**config.mk**
```make
export PLATFORM = sky130hd
export DESIGN_NAME = rtc_match_timer
export DESIGN_NICKNAME = d
export VERILOG_FILES = /design/src/rtl/rtc_pkg.sv /design/src/rtl/rtc_prescaler.sv /design/src/rtl/rtc_seconds.sv /design/src/rtl/rtc_alarm_irq.sv /design/src/rtl/rtc_match_timer.sv
export SDC_FILE = /design/constraint.sdc
export NUM_CORES = 1
export LEC_CHECK = 0
export BUFFER_PORTS_ARGS = -buffer_cell sky130_fd_sc_hd__buf_2
export CORE_UTILIZATION = 51
export DETAILED_ROUTE_END_ITERATION = 7
export PLACE_DENSITY = 0.73
export SLEW_MARGIN = 5
export SYNTH_ARGS = -nofsm -noshare
export SYNTH_HDL_FRONTEND = slang
export SYNTH_SLANG_ARGS = --single-unit
```
**constraint.sdc**
```tcl
create_clock -name clk_i -period 6.8 [get_ports clk_i]
set_input_delay 1.02 -clock clk_i [delete_from_list [all_inputs] [get_ports clk_i]]
set_output_delay 1.02 -clock clk_i [all_outputs]
set_load 0.01 [all_outputs]
```
**src/rtl/rtc_pkg.sv**
```systemverilog
package rtc_pkg;
  localparam int unsigned OFF_DATA   = 'h00;
  localparam int unsigned OFF_MATCH  = 'h04;
  localparam int unsigned OFF_LOAD   = 'h08;
  localparam int unsigned OFF_CTRL   = 'h0C;
  localparam int unsigned OFF_MASK   = 'h10;
  localparam int unsigned OFF_RAW    = 'h14;
  localparam int unsigned OFF_MASKED = 'h18;
  localparam int unsigned OFF_CLEAR  = 'h1C;
endpackage

```
**src/rtl/rtc_prescaler.sv**
```systemverilog
module rtc_prescaler #(
  parameter int unsigned DIV = 32768
) (
  input  logic clk_i,
  input  logic rst_ni,
  input  logic run_i,
  output logic tick_o
);
  localparam int unsigned W = (DIV > 2) ? $clog2(DIV) : 1;
  localparam logic [W-1:0] LAST = W'(DIV - 1);

  logic [W-1:0] cnt_q;

  // divider phase restarts whenever the clock is stopped
  always_ff @(posedge clk_i or negedge rst_ni) begin
    if (!rst_ni)            cnt_q <= '0;
    else if (!run_i)        cnt_q <= '0;
    else if (cnt_q == LAST) cnt_q <= '0;
    else                    cnt_q <= cnt_q + 1'b1;
  end

  assign tick_o = run_i && (cnt_q == LAST);

  AST_TICK_SPACED: assert property (@(posedge clk_i) disable iff (!rst_ni)
    tick_o |=> !tick_o);
endmodule

```
**src/rtl/rtc_seconds.sv**
```systemverilog
module rtc_seconds #(
  parameter int unsigned CW = 32
) (
  input  logic          clk_i,
  input  logic          rst_ni,
  input  logic          en_i,
  input  logic          tick_i,
  input  logic          load_i,
  input  logic [CW-1:0] load_val_i,
  input  logic [CW-1:0] match_i,
  output logic [CW-1:0] count_o,
  output logic          hit_o
);
  logic [CW-1:0] count_q;
  logic [CW-1:0] count_nxt;
  logic          step;

  assign step      = en_i && tick_i && !load_i;
  assign count_nxt = count_q + CW'(1);

  always_ff @(posedge clk_i or negedge rst_ni) begin
    if (!rst_ni)     count_q <= '0;
    else if (load_i) count_q <= load_val_i;
    else if (step)   count_q <= count_nxt;
  end

  assign count_o = count_q;
  assign hit_o   = step && (count_nxt == match_i);

  AST_LOAD_TAKES: assert property (@(posedge clk_i) disable iff (!rst_ni)
    load_i |=> count_o == $past(load_val_i));
  AST_STEP_ON_TICK: assert property (@(posedge clk_i) disable iff (!rst_ni)
    (en_i && tick_i && !load_i) |=> count_o == $past(count_o) + CW'(1));
  AST_HOLD_OFF: assert property (@(posedge clk_i) disable iff (!rst_ni)
    (!en_i && !load_i) |=> $stable(count_o));
  AST_HIT_AT_MATCH: assert property (@(posedge clk_i) disable iff (!rst_ni)
    hit_o |=> count_o == $past(match_i));
endmodule

```
**src/rtl/rtc_alarm_irq.sv**
```systemverilog
module rtc_alarm_irq (
  input  logic clk_i,
  input  logic rst_ni,
  input  logic set_i,
  input  logic clr_i,
  input  logic mask_wr_i,
  input  logic mask_d_i,
  output logic raw_o,
  output logic mask_o,
  output logic masked_o
);
  logic raw_q, mask_q;

  // set beats clear
  always_ff @(posedge clk_i or negedge rst_ni) begin
    if (!rst_ni)    raw_q <= 1'b0;
    else if (set_i) raw_q <= 1'b1;
    else if (clr_i) raw_q <= 1'b0;
  end

  always_ff @(posedge clk_i or negedge rst_ni) begin
    if (!rst_ni)        mask_q <= 1'b0;
    else if (mask_wr_i) mask_q <= mask_d_i;
  end

  assign raw_o    = raw_q;
  assign mask_o   = mask_q;
  assign masked_o = raw_q & mask_q;

  AST_SET_WINS: assert property (@(posedge clk_i) disable iff (!rst_ni)
    set_i |=> raw_o);
  AST_RAW_STICKY: assert property (@(posedge clk_i) disable iff (!rst_ni)
    (raw_o && !clr_i) |=> raw_o);
  AST_NO_SPURIOUS: assert property (@(posedge clk_i) disable iff (!rst_ni)
    (!raw_o && !set_i) |=> !raw_o);
  AST_CLR_DROPS: assert property (@(posedge clk_i) disable iff (!rst_ni)
    (clr_i && !set_i) |=> !raw_o);
endmodule

```
**src/rtl/rtc_match_timer.sv**
```systemverilog
module rtc_match_timer
  import rtc_pkg::*;
#(
  parameter int unsigned DATA_W   = 32,
  parameter int unsigned ADDR_W   = 12,
  parameter int unsigned TICK_DIV = 32768
) (
  input  logic              clk_i,
  input  logic              rst_ni,
  input  logic              psel_i,
  input  logic              penable_i,
  input  logic              pwrite_i,
  input  logic [ADDR_W-1:0] paddr_i,
  input  logic [DATA_W-1:0] pwdata_i,
  output logic [DATA_W-1:0] prdata_o,
  output logic              irq_o
);
  logic wr_en;
  logic wr_match, wr_load, wr_ctrl, wr_mask, wr_clear;
  logic run_q;
  logic [DATA_W-1:0] match_q;
  logic [DATA_W-1:0] count;
  logic tick, hit;
  logic raw, mask, masked;

  assign wr_en    = psel_i && penable_i && pwrite_i;
  assign wr_match = wr_en && (paddr_i == ADDR_W'(OFF_MATCH));
  assign wr_load  = wr_en && (paddr_i == ADDR_W'(OFF_LOAD));
  assign wr_ctrl  = wr_en && (paddr_i == ADDR_W'(OFF_CTRL));
  assign wr_mask  = wr_en && (paddr_i == ADDR_W'(OFF_MASK));
  assign wr_clear = wr_en && (paddr_i == ADDR_W'(OFF_CLEAR)) && pwdata_i[0];

  always_ff @(posedge clk_i or negedge rst_ni) begin
    if (!rst_ni) begin
      run_q   <= 1'b0;
      match_q <= '0;
    end else begin
      if (wr_ctrl)  run_q   <= pwdata_i[0];
      if (wr_match) match_q <= pwdata_i;
    end
  end

  rtc_prescaler #(.DIV(TICK_DIV)) u_presc (
    .clk_i (clk_i),
    .rst_ni(rst_ni),
    .run_i (run_q),
    .tick_o(tick)
  );

  rtc_seconds #(.CW(DATA_W)) u_secs (
    .clk_i     (clk_i),
    .rst_ni    (rst_ni),
    .en_i      (run_q),
    .tick_i    (tick),
    .load_i    (wr_load),
    .load_val_i(pwdata_i),
    .match_i   (match_q),
    .count_o   (count),
    .hit_o     (hit)
  );

  rtc_alarm_irq u_irq (
    .clk_i    (clk_i),
    .rst_ni   (rst_ni),
    .set_i    (hit),
    .clr_i    (wr_clear),
    .mask_wr_i(wr_mask),
    .mask_d_i (pwdata_i[0]),
    .raw_o    (raw),
    .mask_o   (mask),
    .masked_o (masked)
  );

  assign irq_o = masked;

  always_comb begin
    prdata_o = '0;
    if (paddr_i == ADDR_W'(OFF_DATA))        prdata_o = count;
    else if (paddr_i == ADDR_W'(OFF_MATCH))  prdata_o = match_q;
    else if (paddr_i == ADDR_W'(OFF_CTRL))   prdata_o = DATA_W'(run_q);
    else if (paddr_i == ADDR_W'(OFF_MASK))   prdata_o = DATA_W'(mask);
    else if (paddr_i == ADDR_W'(OFF_RAW))    prdata_o = DATA_W'(raw);
    else if (paddr_i == ADDR_W'(OFF_MASKED)) prdata_o = DATA_W'(masked);
  end

  AST_MATCH_WRITE: assert property (@(posedge clk_i) disable iff (!rst_ni)
    wr_match |=> match_q == $past(pwdata_i));
  AST_MATCH_KEEP: assert property (@(posedge clk_i) disable iff (!rst_ni)
    !wr_match |=> $stable(match_q));
  AST_IRQ_NEEDS_MASK: assert property (@(posedge clk_i) disable iff (!rst_ni)
    (wr_mask && !pwdata_i[0]) |=> !irq_o);
endmodule

```
==> results.sh, run 1 <==
export IMPL_async_flop_share_pct=100.0
export IMPL_rsz0062_at_grt="false"
export IMPL_grt_max_degree=83
export IMPL_cts_hold_fix_buffers=0
export IMPL_worstSetupEndpointType="primary output"
export IMPL_worst_path_buf_inv=3
export IMPL_syn_nets=627
export IMPL_die_h_um=103.8
export IMPL_synth_area_leaders="dfrtp_1, xnor2_1, mux2_2"
export IMPL_io_pins=82
export IMPL_gp_congestion=0.8359
export IMPL_synth_top_area_share_pct=38.84
export IMPL_finalHoldViolCount=0
export IMPL_gr_total_overflow=0
export IMPL_drtPass1Iterations=5
export IMPL_vias=4477
export IMPL_vdd_ir_drop_max_uv=119.2
export IMPL_clock_power_share_pct=45.4
export IMPL_syn_avg_cell_area_um2=9.171
export IMPL_synth_seq_area_share_pct=38.84
export IMPL_slew_viol_final=0
export IMPL_dp_slack_ps=2893
export IMPL_crit_arrival_ps=2920
export IMPL_post_route_period_util_pct=57.88
export IMPL_synth_cell_type_count=52
export IMPL_status="finished clean"
export IMPL_path_clk_slew_ps=90
export IMPL_final_layout_size_suffix_gt1_share_pct=23.70
export IMPL_synthTopCellsByCount="dfrtp_1, nor2_1, xnor2_1"
export IMPL_grt_pass1_vias=4504
export IMPL_cts_inserted_buffers=9
export IMPL_total_power_uw=982.2
export IMPL_slew_headroom_pct=25.58
export IMPL_tns_ps=0
export IMPL_yosysTopAreaCell="dfrtp_1"
export IMPL_power_density_nw_per_um2=164.2
export IMPL_final_core_util_pct=60.38
export IMPL_antenna_found_initial=0
export IMPL_cp_max_fo=33
export IMPL_avgViaCountPerCell=5.845
export IMPL_ant_nets=0
export IMPL_setup_slack_ps=2864
export IMPL_routedWlPerCell_um=16.90
export IMPL_netlist_area_um2=5283
export IMPL_clock_path_buffers=2
export IMPL_clk_latency_ps=370
export IMPL_place_hpwl_um=9063
export IMPL_clock_sinks=82
export IMPL_synth_enable_flop_cells=0
export IMPL_cts_tree="done"
export IMPL_final_nets=679
export IMPL_cp_common_cell="buf_2"
export IMPL_area_delta_synth_final_pct=13.26
export IMPL_ys_ff_latch=82
export IMPL_drcViolationCount=0
export IMPL_power_switching_uw=227.4
export IMPL_p_int_uw=754.8
export IMPL_start_util_pct=53.31
export IMPL_die_w_um=103.8
export IMPL_layout_min_cycle_time_ps=3936
export IMPL_start_kind="input pin"
export IMPL_crit_family="simple AND/OR/NAND/NOR gates"
export IMPL_root_buffer="clkbuf_8"
export IMPL_required_ps=5780
export IMPL_fp_coreArea_um2=9910
export IMPL_synth_main_ff_cell="dfrtp_1"
export IMPL_die_area_um2=10770
export IMPL_ys_warn_count=0
export IMPL_antennaDiodeCount=0
export IMPL_min_path_type="register to register"
export IMPL_fmax_ghz=0.2541
export IMPL_synth_cells=576
export IMPL_portBuffers=81
export IMPL_dp_cells=750
export IMPL_crit_type="input pin to primary output"
export IMPL_leakagePower_uw=0.002763
export IMPL_rrSetupSlack_ps=3710
export IMPL_fin_cells=766
export IMPL_cpPeakStageDelay_ps=580
export IMPL_switching_share_pct=23.15
export IMPL_tightestPinTransition_ps=1116
export IMPL_crit_chain="buf_2 -> or4_1 -> nor2_1 -> and3_1 -> buf_4 -> a22oi_1 -> o21ai_0 -> buf_2"
export IMPL_grt_pass1_wl_um=21800
export IMPL_setup_viol=0
export IMPL_cp_slowest_cell="or4_1"
export IMPL_combPwrFrac_pct=4.9
export IMPL_rows=36
export IMPL_wirelength_um=12940
export IMPL_drt_iter0_markers=226
export IMPL_track_usage_pct=25.00
export IMPL_maxCapViolCount=0
export IMPL_ctsResizeCount=0
export IMPL_synth_most_common_cell="dfrtp_1"
export IMPL_skew_ps=7.380
export IMPL_post_cts_buffers=0
export IMPL_p_seq_share_pct=49.7
export IMPL_cts_max_level=3
-- per-stage QoR --
step                hold WS [ps]  cell area, µm²
floorplan                  432.9            5283
finish                     463.8            5983
global placement           442.9            5736
CTS                        467.6            5983
detailed placement         454.4            5736
global route               491.5            5983
-- final cells by class --
type / count / area (µm²)
fill: 885 / 3926
tap: 133 / 166.4
clock buffer: 9 / 123.9
multi-input combinational: 441 / 3042
inverter: 8 / 30.03
sequential: 82 / 2052
timing repair buffer: 86 / 445.4
clock inverter: 7 / 123.9
-- worst paths after layout --
check | start | depth (start not counted) | endpoint
setup / recovery | paddr_i[4] | 8 | prdata_o[0]
hold / removal | u_presc.cnt_q[0] | 1 | u_presc.cnt_q[0]
setup reg to reg | u_secs.count_o[2] | 7 | u_irq.raw_o
hold reg to reg | u_presc.cnt_q[0] | 1 | u_presc.cnt_q[0]
max in group asynchronous | rst_ni | 1 | u_secs.count_o[19]
min in group asynchronous | rst_ni | 1 | u_presc.cnt_q[3]
-- placed cells by master (no fill, tap or decap), types with 2 or more instances in the layout --
cell       netlist  final
ha_1             2      2
mux2i_1          2      2
xnor2_1         53     53
o21ai_0         10     10
nor3_1          12     11
nand4_1         22     22
a22o_1          31     31
buf_4            0      6
o311ai_0         2      2
inv_6            0      3
nand3_1         28     27
nand2_1         38     38
and4_1           3      3
and2_1           4      4
o31ai_1          2      2
a211oi_1         4      4
xor2_1          36     36
nor4_1          10     10
inv_1            8      8
clkbuf_8         0      9
buf_2            4     80
or4_1            3      3
nor2_1          69     69
dfrtp_1         82     82
a21oi_1         36     36
bufinv_16        0      3
or3_1            4      4
mux2_2          34     34
a22oi_1          2      2
and3_1          10     10
-- power groups by stage --
stage | combinational (µW) | clock [µW] | sequential, µW
final | 47.7 | 446 | 489
after floorplan | 16.8 | 0 | 498
after detailed placement | 48.1 | 0 | 498
after global routing | 53.6 | 472 | 489
after CTS | 48.3 | 451 | 489
after global placement | 47.0 | 0 | 498
-- sequential cells by signal, summed over array words and instances (netlist names) --
| name | count |
|---|---|
| match_q | 32 |
| u_irq.raw_o | 1 |
| run_q | 1 |
| u_secs.count_o | 32 |
| u_irq.mask_o | 1 |
| u_presc.cnt_q | 15 |
-- per-layer routing --
layer / vias to the layer above / part of all wire [%] / routed length, µm / track usage (%)
li1: 2153 / - / - / -
met1: 2169 / 44 / 5751 / 32.60
met2: 131 / 49 / 6323 / 42.19
met3: 24 / 4.9 / 636 / 4.846
met4: 0 / 1.8 / 231 / 7.347
met5: - / 0 / 0 / 0
-- logic make-up (layout without fill, tap and decap cells) --
logic type,Yosys count,count (layout),share of synthesized area (%)
simple gates,215,215,20.84
compound gates,98,98,13.12
xor+xnor,90,90,15.21
flops,82,82,38.84
buf+inv,53,110,3.884
mux,36,36,7.627
fa+ha+maj,2,2,0.4736
(Power assumes the default switching activity.)
==> inputs of run 2 (changes only) <==
Settings changed: ABC_AREA set to 1, PLACE_DENSITY 0.73 to 0.75.
Clock period 6.8 ns to 3.5 ns, I/O delays scaled along.
==> run 2 against run 1 <==
Setup slack got worse by 1900 ps. Clock power rose by 64%. Sequential share of layout area fell by 1.6 points. Synthesized area rose by 4.3%. Core utilization fell by 0.17 points. Register-to-register slack got worse by 2600 ps. Global-route usage rose by 4.5 points. First-iteration DRC count rose by 73%. Die area rose by 4.2%. Combinational power rose by 49%. Sequential power rose by 94%. Via count rose by 29%. Critical path type unchanged. Largest cell class unchanged.
==> results.sh, run 2 <==
export IMPL_status="finished clean"
export IMPL_worstSetupEndpointType="primary output"
export IMPL_synth_cells=837
export IMPL_rows=37
export IMPL_mostFrequentLayoutCells="nand2_1, inv_1, nand3_1"
export IMPL_synth_main_ff_cell="dfrtp_1"
export IMPL_crit_type="input pin to primary output"
export IMPL_tightestPinTransition_ps=1077
export IMPL_drtPass1Iterations=5
export IMPL_slew_headroom_pct=28.19
export IMPL_start_util_pct=52.90
export IMPL_routedWlPerCell_um=14.62
export IMPL_portBuffers=81
export IMPL_cp_max_fo=19
export IMPL_avgViaCountPerCell=5.448
export IMPL_r2r_end="u_irq.raw_o"
export IMPL_fill_cells=1048
export IMPL_synth_top_area_share_pct=37.24
export IMPL_synth_top_family_by_area="simple AND/OR/NAND/NOR gates"
export IMPL_maxCapViolCount=0
export IMPL_ys_ff_latch=82
export IMPL_syn_nets=888
export IMPL_slew_viol_final=0
export IMPL_synth_compound_area_share_pct=13.90
export IMPL_post_cts_buffers=0
export IMPL_synth_enable_flop_cells=0
export IMPL_setup_viol=0
export IMPL_final_core_util_pct=60.20
export IMPL_place_hpwl_um=11450
export IMPL_drt_iter0_markers=391
export IMPL_total_power_uw=1752
export IMPL_grt_pass1_wl_um=25880
export IMPL_rr_startpoint="u_secs.count_o[1]"
export IMPL_vias=5759
export IMPL_cts_hold_fix_buffers=0
export IMPL_io_pins=82
export IMPL_netlist_area_um2=5510
export IMPL_post_route_period_util_pct=71.84
export IMPL_layout_min_cycle_time_ps=2515
export IMPL_final_layout_size_suffix_gt1_share_pct=13.68
export IMPL_ys_warn_count=0
export IMPL_synthTopCellsByCount="nand2_1, inv_1, nand3_1"
export IMPL_fmax_ghz=0.3977
export IMPL_synth_xor_area_share_pct=1.748
export IMPL_synth_adder_area_share_pct=0.4541
export IMPL_track_usage_pct=29.46
export IMPL_required_ps=2970
export IMPL_layout_commonest_cell="nand2_1"
export IMPL_die_h_um=105.9
export IMPL_clk_latency_ps=370
export IMPL_rrSetupSlack_ps=1160
export IMPL_gr_total_overflow=0
export IMPL_rsz0062_at_grt="false"
export IMPL_synth_cell_type_count=32
export IMPL_die_area_um2=11220
export IMPL_dp_slack_ps=988.8
export IMPL_synth_area_leaders="dfrtp_1, nand2_1, nand3_1"
export IMPL_skew_ps=12.93
export IMPL_grt_pass1_vias=5332
export IMPL_min_path_type="input pin to asynchronous set/reset pin"
export IMPL_setup_slack_ps=985.4
export IMPL_tns_ps=0
export IMPL_synth_simple_gate_area_share_pct=36.69
export IMPL_yosysTopAreaCell="dfrtp_1"
export IMPL_antenna_found_initial=0
export IMPL_ctsResizeCount=0
export IMPL_path_clk_slew_ps=90
export IMPL_leakagePower_uw=0.003069
export IMPL_fp_coreArea_um2=10420
export IMPL_cts_inserted_buffers=9
export IMPL_drcViolationCount=0
export IMPL_ant_nets=0
export IMPL_grt_max_degree=83
export IMPL_async_flop_share_pct=100.0
export IMPL_synth_mux_area_share_pct=0
export IMPL_root_buffer="clkbuf_8"
export IMPL_reg2reg_depth=13
export IMPL_wirelength_um=15460
export IMPL_gp_congestion=1.012
export IMPL_start_kind="input pin"
export IMPL_cts_tree="done"
export IMPL_syn_avg_cell_area_um2=6.583
export IMPL_antennaDiodeCount=0
export IMPL_final_nets=967
export IMPL_vdd_ir_drop_max_uv=272.5
export IMPL_cts_max_level=3
export IMPL_finalHoldViolCount=0
export IMPL_area_delta_synth_final_pct=13.81
export IMPL_die_w_um=105.9
export IMPL_clock_path_buffers=2
export IMPL_clock_sinks=82
export IMPL_power_density_nw_per_um2=279.4
export IMPL_crit_arrival_ps=1990
export IMPL_synth_most_common_cell="nand2_1"
export IMPL_synth_seq_area_share_pct=37.24
==> run 2: changes by cell type after synthesis, sizes merged, moves of 26 or more <==
| cell | before | now |
|---|---|---|
| a22o | 32 | 0 |
| o21ai | 10 | 42 |
| nor2 | 69 | 102 |
| xnor2 | 53 | 4 |
| inv | 8 | 124 |
| o221ai | 0 | 26 |
| mux2 | 34 | 0 |
| xor2 | 36 | 7 |
| nand2 | 38 | 266 |
| nand3 | 29 | 93 |
| o22ai | 0 | 29 |
| a21oi | 36 | 8 |
==> run 2: critical path, cell delays in order <==
cell and delay (ps):
buf_2 90, nor2_1 130, nand2_1 110, nor2_2 290
nand2_1 120, buf_4 230, o2111ai_1 130, o211ai_1 100
o21ai_0 100, buf_2 160
==> run 2: cell families after synthesis <==
| logic type | count (synthesis) |
|---|---|
| fa+ha+maj | 2 |
| flops | 82 |
| simple gates | 478 |
| xor+xnor | 11 |
| buf+inv | 145 |
| compound gates | 119 |
==> run 2: power by group <==
group	total (µW)	switching, µW	internal [µW]
clock	732	364	368
combinational	70.9	45.8	25.2
sequential	949	1.26	947
total	1750	411	1340
==> run 2: per-stage QoR <==
step | hold slack [ps] | instance area [µm²] | instances
floorplan | 229.4 | 5510 | 837
global placement | 464.2 | 6066 | 1041
detailed placement | 462.2 | 6066 | 1041
CTS | 379.6 | 6271 | 1057
global route | 416.8 | 6271 | 1057
finish | 336.3 | 6271 | 1057
==> run 2: how the worst max path moves through the flow <==
| stage | end | startpoint |
|---|---|---|
| detailed placement | prdata_o[0] | paddr_i[8] |
| finish | prdata_o[0] | paddr_i[7] |
| global route | prdata_o[0] | paddr_i[7] |
| floorplan | prdata_o[11] | paddr_i[9] |
| CTS | prdata_o[0] | paddr_i[7] |
| global placement | prdata_o[0] | paddr_i[9] |
==> run 2: per-layer routing <==
metal	global-route usage, %	part of all wire (%)	vias up
li1	-	-	2891
met4	9.028	1.4	0
met1	41.21	46	2607
met5	0	0	-
met2	46.50	45	243
met3	5.273	7.7	18
==> run 2: cell type report <==
class                      count  area [µm²]  area share, %
tap                          136       170.2          2.713
sequential                    82        2052          32.72
clock inverter                 4       50.05         0.7981
clock buffer                  12       155.1          2.474
inverter                     125       469.2          7.482
multi-input combinational    610        2914          46.47
timing repair buffer          88       460.4          7.342
